**src/rtl/irq_ctrl_pkg.sv**
```systemverilog
package irq_ctrl_pkg;
  typedef enum logic [1:0] {
    SEL_PEND = 2'd0,
    SEL_DIS  = 2'd1,
    SEL_TRIG = 2'd2,
    SEL_POL  = 2'd3
  } reg_sel_e;
endpackage

```
**src/rtl/irq_cfg_regs.sv**
```systemverilog
module irq_cfg_regs
  import irq_ctrl_pkg::*;
#(
  parameter int NUM_LINES = 12
) (
  input  logic                 clk,
  input  logic                 rst_n,
  input  logic                 wr_en,
  input  reg_sel_e             sel,
  input  logic [NUM_LINES-1:0] wdata,
  output logic [NUM_LINES-1:0] dis_q,
  output logic [NUM_LINES-1:0] trig_q,
  output logic [NUM_LINES-1:0] pol_q
);
  // reset values: every line disabled, level mode, active high
  always_ff @(posedge clk or negedge rst_n) begin
    if (!rst_n) begin
      dis_q  <= '1;
      trig_q <= '0;
      pol_q  <= '1;
    end else if (wr_en) begin
      unique case (sel)
        SEL_DIS:  dis_q  <= wdata;
        SEL_TRIG: trig_q <= wdata;
        SEL_POL:  pol_q  <= wdata;
        default:  ;
      endcase
    end
  end
endmodule

```
**src/rtl/irq_line.sv**
```systemverilog
module irq_line (
  input  logic clk,
  input  logic rst_n,
  input  logic req_i,
  input  logic trig_i,
  input  logic pol_i,
  input  logic clr_i,
  output logic pend_o
);
  logic prev_q;
  logic edge_hit, level_hit;

  always_comb begin
    edge_hit  = trig_i & (pol_i ? (req_i & ~prev_q) : (~req_i & prev_q));
    level_hit = ~trig_i & (req_i == pol_i);
  end

  always_ff @(posedge clk or negedge rst_n) begin
    if (!rst_n) begin
      prev_q <= 1'b0;
      pend_o <= 1'b0;
    end else begin
      prev_q <= req_i;
      // An edge beats a clear; a level is cleared for one cycle
      pend_o <= (pend_o & ~clr_i) | edge_hit | (level_hit & ~clr_i);
    end
  end

  // a qualifying transition always leaves the bit set
  p_edge_sets_r8: assert property (@(posedge clk) disable iff (!rst_n)
    (trig_i && (pol_i ? $rose(req_i) : $fell(req_i))) |=> pend_o);

  // an active level with no clear sets the bit
  p_level_sets_r5: assert property (@(posedge clk) disable iff (!rst_n)
    (!trig_i && (req_i == pol_i) && !clr_i) |=> pend_o);

  // the bit only drops through a clear write
  p_drop_needs_clear_r6: assert property (@(posedge clk) disable iff (!rst_n)
    $fell(pend_o) |-> $past(clr_i));
endmodule

```
**src/rtl/irq_ctrl.sv**
```systemverilog
module irq_ctrl
  import irq_ctrl_pkg::*;
#(
  parameter int NUM_LINES = 12,
  parameter int DATA_W    = 32
) (
  input  logic                 clk,
  input  logic                 rst_n,
  input  logic [NUM_LINES-1:0] req_i,
  input  logic                 wr_en,
  input  logic [1:0]           addr,
  input  logic [DATA_W-1:0]    wr_data,
  output logic [DATA_W-1:0]    rd_data,
  output logic                 irq_o
);
  localparam int PAD_W = DATA_W - NUM_LINES;

  reg_sel_e             sel;
  logic [NUM_LINES-1:0] dis_q, trig_q, pol_q, pend_q, clr;
  logic [NUM_LINES-1:0] rd_sel;

  assign sel = reg_sel_e'(addr);
  assign clr = (wr_en && sel == SEL_PEND) ? wr_data[NUM_LINES-1:0] : '0;

  irq_cfg_regs #(.NUM_LINES(NUM_LINES)) u_cfg (
    .clk   (clk),
    .rst_n (rst_n),
    .wr_en (wr_en),
    .sel   (sel),
    .wdata (wr_data[NUM_LINES-1:0]),
    .dis_q (dis_q),
    .trig_q(trig_q),
    .pol_q (pol_q)
  );

  for (genvar i = 0; i < NUM_LINES; i++) begin : g_line
    irq_line u_line (
      .clk   (clk),
      .rst_n (rst_n),
      .req_i (req_i[i]),
      .trig_i(trig_q[i]),
      .pol_i (pol_q[i]),
      .clr_i (clr[i]),
      .pend_o(pend_q[i])
    );
  end

  always_comb begin
    unique case (sel)
      SEL_PEND: rd_sel = pend_q;
      SEL_DIS:  rd_sel = dis_q;
      SEL_TRIG: rd_sel = trig_q;
      default:  rd_sel = pol_q;
    endcase
  end

  assign rd_data = {{PAD_W{1'b0}}, rd_sel};
  assign irq_o   = |(pend_q & ~dis_q);

  // with every line disabled the output is quiet
  p_all_disabled_quiet_r9: assert property (@(posedge clk) disable iff (!rst_n)
    (&dis_q) |-> !irq_o);

  // the output only falls after a register write
  p_irq_falls_on_write_r9: assert property (@(posedge clk) disable iff (!rst_n)
    irq_o |=> (irq_o || $past(wr_en)));
endmodule

```
**config.mk**
```make
export PLATFORM = sky130hd
export DESIGN_NAME = irq_ctrl
export DESIGN_NICKNAME = d
export VERILOG_FILES = /design/src/rtl/irq_ctrl_pkg.sv /design/src/rtl/irq_cfg_regs.sv /design/src/rtl/irq_line.sv /design/src/rtl/irq_ctrl.sv
export SDC_FILE = /design/constraint.sdc
export NUM_CORES = 1
export LEC_CHECK = 0
export ABC_AREA = 1
export BUFFER_PORTS_ARGS = -buffer_cell sky130_fd_sc_hd__buf_2
export CORE_UTILIZATION = 54
export DETAILED_ROUTE_END_ITERATION = 7
export GPL_ROUTABILITY_DRIVEN = 0
export GPL_TIMING_DRIVEN = 1
export PLACE_DENSITY_LB_ADDON = 0.08
export SYNTH_ARGS = -nofsm -noshare
export SYNTH_HDL_FRONTEND = slang
export SYNTH_SLANG_ARGS = --single-unit
```
**constraint.sdc**
```tcl
create_clock -name clk -period 1.1 [get_ports clk]
set_input_delay 0.165 -clock clk [delete_from_list [all_inputs] [get_ports clk]]
set_output_delay 0.165 -clock clk [all_outputs]
set_load 0.1 [all_outputs]
```
; ---- After elaboration in Yosys (flattened, before gate mapping)
; Cells that the tools add are included.
[word_totals]
out_inout_bits = 33
inputBits = 49
reg_bits = 60
[op_classes]
mux = 14
n_eq_ne = 15
bitwise_logic = 146
reduce_logical = 6
[op_table]
columns = cell, n
row1 = $and A1 B1 Y1, 72
row2 = $not A1 Y1, 48
row3 = $pmux W12 S3, 1
row4 = $or A1 B1 Y1, 24
row5 = $and A12 B12 Y12, 1
row6 = $eq A1 B1 Y1, 12
row7 = $mux W1, 12
row8 = $mux W12, 1
row9 = $not A12 Y12, 1
row10 = $reduce_or A12 Y1, 1
row11 = $reduce_and A2 Y1, 3
row12 = $eq A2 B2 Y1 const B, 2
row13 = $eq A2 B1 Y1 const B, 1
row14 = $logic_not A2 Y1, 1
row15 = $logic_and A1 B1 Y1, 1

; ---- Longest topological paths before layout
[logic_depth]
ltp_word = 7
depth_mapped = 6

; ---- By module
; A second synthesis with hierarchy kept.
[hier_totals]
cells_unflattened = 519
hier_area_um2 = 3631.0
[by_module_without_submodules]
columns = mod, n_inst, area_per_inst_um2, cells_per_inst, seq_area_each_um2
row1 = irq_cfg_regs, 1, 1582.8, 164, 930.9
row2 = irq_line, 12, 111.4, 17, 50.0
row3 = irq_ctrl, 1, 711.9, 151, 0.0

; ---- Worst setup path before layout
; OpenSTA, ideal clock, no wires.
[synth_timing]
kind = flip-flop to output port
from = register u_cfg.dis_q[11]
to = output port irq_o
t_arrival_ns = 1.481
required_time_ns = 0.935
stages_incl_launch_ff = 6
setup_slack_ns = -0.546
path_cell_list = dfstp_2 > inv_1 > nand2_1 > o21ai_0 > nor2_1 > nand3_1
[synth_between]
elab_chain_cells = 3
[synth_rtl]
columns = item, line_no
row1 = from (decl), irq_cfg_regs.sv:11  ; output logic [NUM_LINES-1:0] dis_q,
row2 = from (signal assigned), irq_cfg_regs.sv:23  ; SEL_DIS: dis_q <= wdata;
row3 = $not A12 Y12, irq_ctrl.sv:58  ; assign irq_o = |(pend_q & ~dis_q);
row4 = $and A12 B12 Y12, irq_ctrl.sv:58
row5 = $reduce_or A12 Y1, irq_ctrl.sv:58
row6 = to (decl), irq_ctrl.sv:14  ; output logic irq_o
; Every way passes these cells.

; ---- Worst setup path after layout
[layout_timing]
from = register u_cfg.dis_q[9]
to = output port irq_o
; Same word-level chain as after synthesis.

==> impl_metrics.yaml <==
critical_path:
  timing.rr.end: "g_line[3].u_line.pend_o$_DFF_PN0_"
  rrSetupSlack_ps: 20
  cp-start-kind: "flip-flop"
  crit_start: "u_cfg.dis_q[9]$_DFFE_PN1P_"
  cp-endpoint: "irq_o"
  cp.arrival_ps: 1510
  critPathCaptureType: "output pin"
  r2r_cells: 6
  criticalPathCategory: "flip-flop to output pin"
  cp_max_fo: 2
  r2r_start: "u_cfg.pol_q[3]$_DFFE_PN1P_"
  required_ps: 940
power:
  p_comb_frac: 0.357
  total_power_mw: 7.95
  ir_drop_mv: 1.04
  p_per_area_mw_per_mm2: 1700
  seqPwrFrac: 0.351
  switchingPower_mw: 2.80
  leakage_nw: 2.45
  switching_share: 0.352
  pwr-share-clk: 0.292
  p_int_mw: 5.15
routing:
  ant_nets: 0
  viasPerCell: 4.87
  met1_length_um: 3380
  wl_per_cell_um: 12.9
  firstDrtPassIters: 4
  dr_wl_met2_um: 4240
  drc: 0
  num_vias: 3036
  met3WireLength_um: 333
  drtIter0Drc: 246
  wirelength_um: 8080
  highest_layer: "met4"
global_route:
  grt_max_degree: 61
  grt_pass1_wl_um: 13100
  grt_overflow: 0
  grt_usage: 0.276
  grt_pass1_vias: 2993
  grt_antenna_before_repair: 0
run_status:
  outcome: "finished, violations left"
  violations: "negative setup slack"
synthesis:
  avgSynthCellArea_um2: 7.75
  synth_edf_count: 0
  syn_inst: 429
  async_reset_ff_frac: 1.00
  yosys_register_bits: 60
  yosysWarnings: 0
  ys_seq_area_frac: 0.461
  synth.distinct_cells: 20
  synth_ff_type: "dfrtp_1"
  synth_area_mm2: 0.00332
clock_network:
  cts_buffer_depth: 2
  clk_pin_slew_ps: 60
  numCtsBuffers: 9
  clock-sinks: 60
  cts_tree: "done"
  cts_root_buf: "clkbuf_8"
  clock_latency_ps: 340
  htreeDepth: 3
timing:
  fmax_ghz: 0.596
  fin_skew_ps: 6.80
  slew_violations: 0
  rsz0062_at_grt: "yes"
  min_period_ps: 1680
  finalWorstSetupSlack_ps: -577
  fin_crit_sh: 1.52
  hold_violations: 0
  setup_viol: 13
  hold_ws_ps: 80.7
placed_design:
  dp_hpwl_um: 5460
  numPortBuffers: 41
  pre_cts_ws_ps: -295
floorplanning:
  core_mm2: 0.00592
  rows: 28
  die_y_um: 80.4
  fp.dieArea_mm2: 0.00647
  io_pins: 82
  die_w_um: 80.4
  start_util: 0.561
cells_and_area:
  layout_commonest_cell: "nand2_1"
  area_growth_pct: 40.7
  nets: 593
  final_cell_mix: "nand2_1, inv_1, buf_4"
  antennaDiodeCount: 0
  drive_above_1_share: 0.366
  fillCellCount: 394
run:
  drv_cap: 0
hold_path:
  hp-class: "input pin to flip-flop"
  worstHoldPathCells: 4
[logic make-up (layout without fill, tap and decap cells)]
kind of cell	count (synthesis)	in the layout	share of synthesized area
compound gates	64	64	0.133
buf+inv	102	203	0.154
flops	60	60	0.461
other cells	1	20	0.00113
simple gates	202	202	0.252
[layout make-up]
class,instances,area [um^2],area share
multi-input cells,286,1430,0.305
clock inverters,4,70.1,0.0150
well taps,75,93.8,0.0201
inverters,71,269,0.0575
flip-flops and latches,60,1530,0.327
repair buffers,116,1120,0.240
clock buffers,12,165,0.0353
[metal layers]
layer,GRT usage,vias up
met4,0.114,0
li1,-,1524
met3,0.0636,12
met5,0,-
met2,0.489,89
met1,0.317,1411
[power groups by stage]
stage	Sequential, mW	Combinational, mW	Clock [mW]
finish	2.79	2.84	2.32
global route	2.82	3.05	2.47
CTS	2.77	2.72	2.36
detailed placement	2.80	2.57	0
global placement	2.79	2.52	0
floorplan	2.81	1.67	0
[flip-flops by register name (all words and copies together), names as in the netlist]
signal	cells
u_cfg.dis_q	12
u_cfg.trig_q	12
g_line.u_line.prev_q	12
g_line.u_line.pend_o	12
u_cfg.pol_q	12
[synthesized netlist by cell type, types with 4 or more instances]
library cell	number	area, um^2
o21ai_0	4	20.0
o211ai_1	12	90.1
buf_6	6	67.6
o21ai_2	24	210
nand4_1	12	75.1
dfrtp_1	36	901
a21oi_1	12	60.1
dfstp_2	24	631
o21ai_1	12	60.1
nor2_1	4	15.0
nand2_1	167	627
inv_1	68	255
buf_2	4	20.0
nand3_1	13	65.1
buf_4	21	158
[worst max-delay path, stage by stage (launching register included)]
cell and delay [ps]:
dfstp_2 550, inv_2 30, nand2_1 50, o21ai_1 60
nor2_1 160, nand3_2 130, buf_12 180
[stage by stage]
| step | std cells | utilization | cell area, um^2 | setup TNS, ps |
|---|---|---|---|---|
| 5_1_grt | 624 | 0.790 | 4680 | -6210 |
| 6_report | 624 | 0.790 | 4680 | -5410 |
| 4_1_cts | 618 | 0.770 | 4560 | -5500 |
| 3_5_place_dp | 586 | 0.690 | 4090 | -3580 |
| 3_3_place_gp | 586 | 0.690 | 4090 | -2830 |
| 2_1_floorplan | 448 | - | 3430 | -5030 |
[worst min-delay path by stage]
| stage | endpoint | from |
|---|---|---|
| floorplan | g_line[0].u_line.pend_o$_DFF_PN0_ | rst_n |
| global placement | g_line[0].u_line.prev_q$_DFF_PN0_ | rst_n |
| detailed placement | g_line[4].u_line.pend_o$_DFF_PN0_ | rst_n |
| CTS | g_line[0].u_line.pend_o$_DFF_PN0_ | wr_data[0] |
| global route | g_line[4].u_line.pend_o$_DFF_PN0_ | wr_data[4] |
| finish | g_line[0].u_line.pend_o$_DFF_PN0_ | wr_data[0] |
[timing repair]
action | in CTS | in global routing
pin swaps | 13 | 9
endpoints found under the hold margin | 48 | 0
resized for setup | 26 | 30
hold buffers | 13 | 0
buffers inserted | 3 | 10
endpoints found under the setup margin | 13 | 20
No activity file was read; power rests on OpenSTA's default activity.
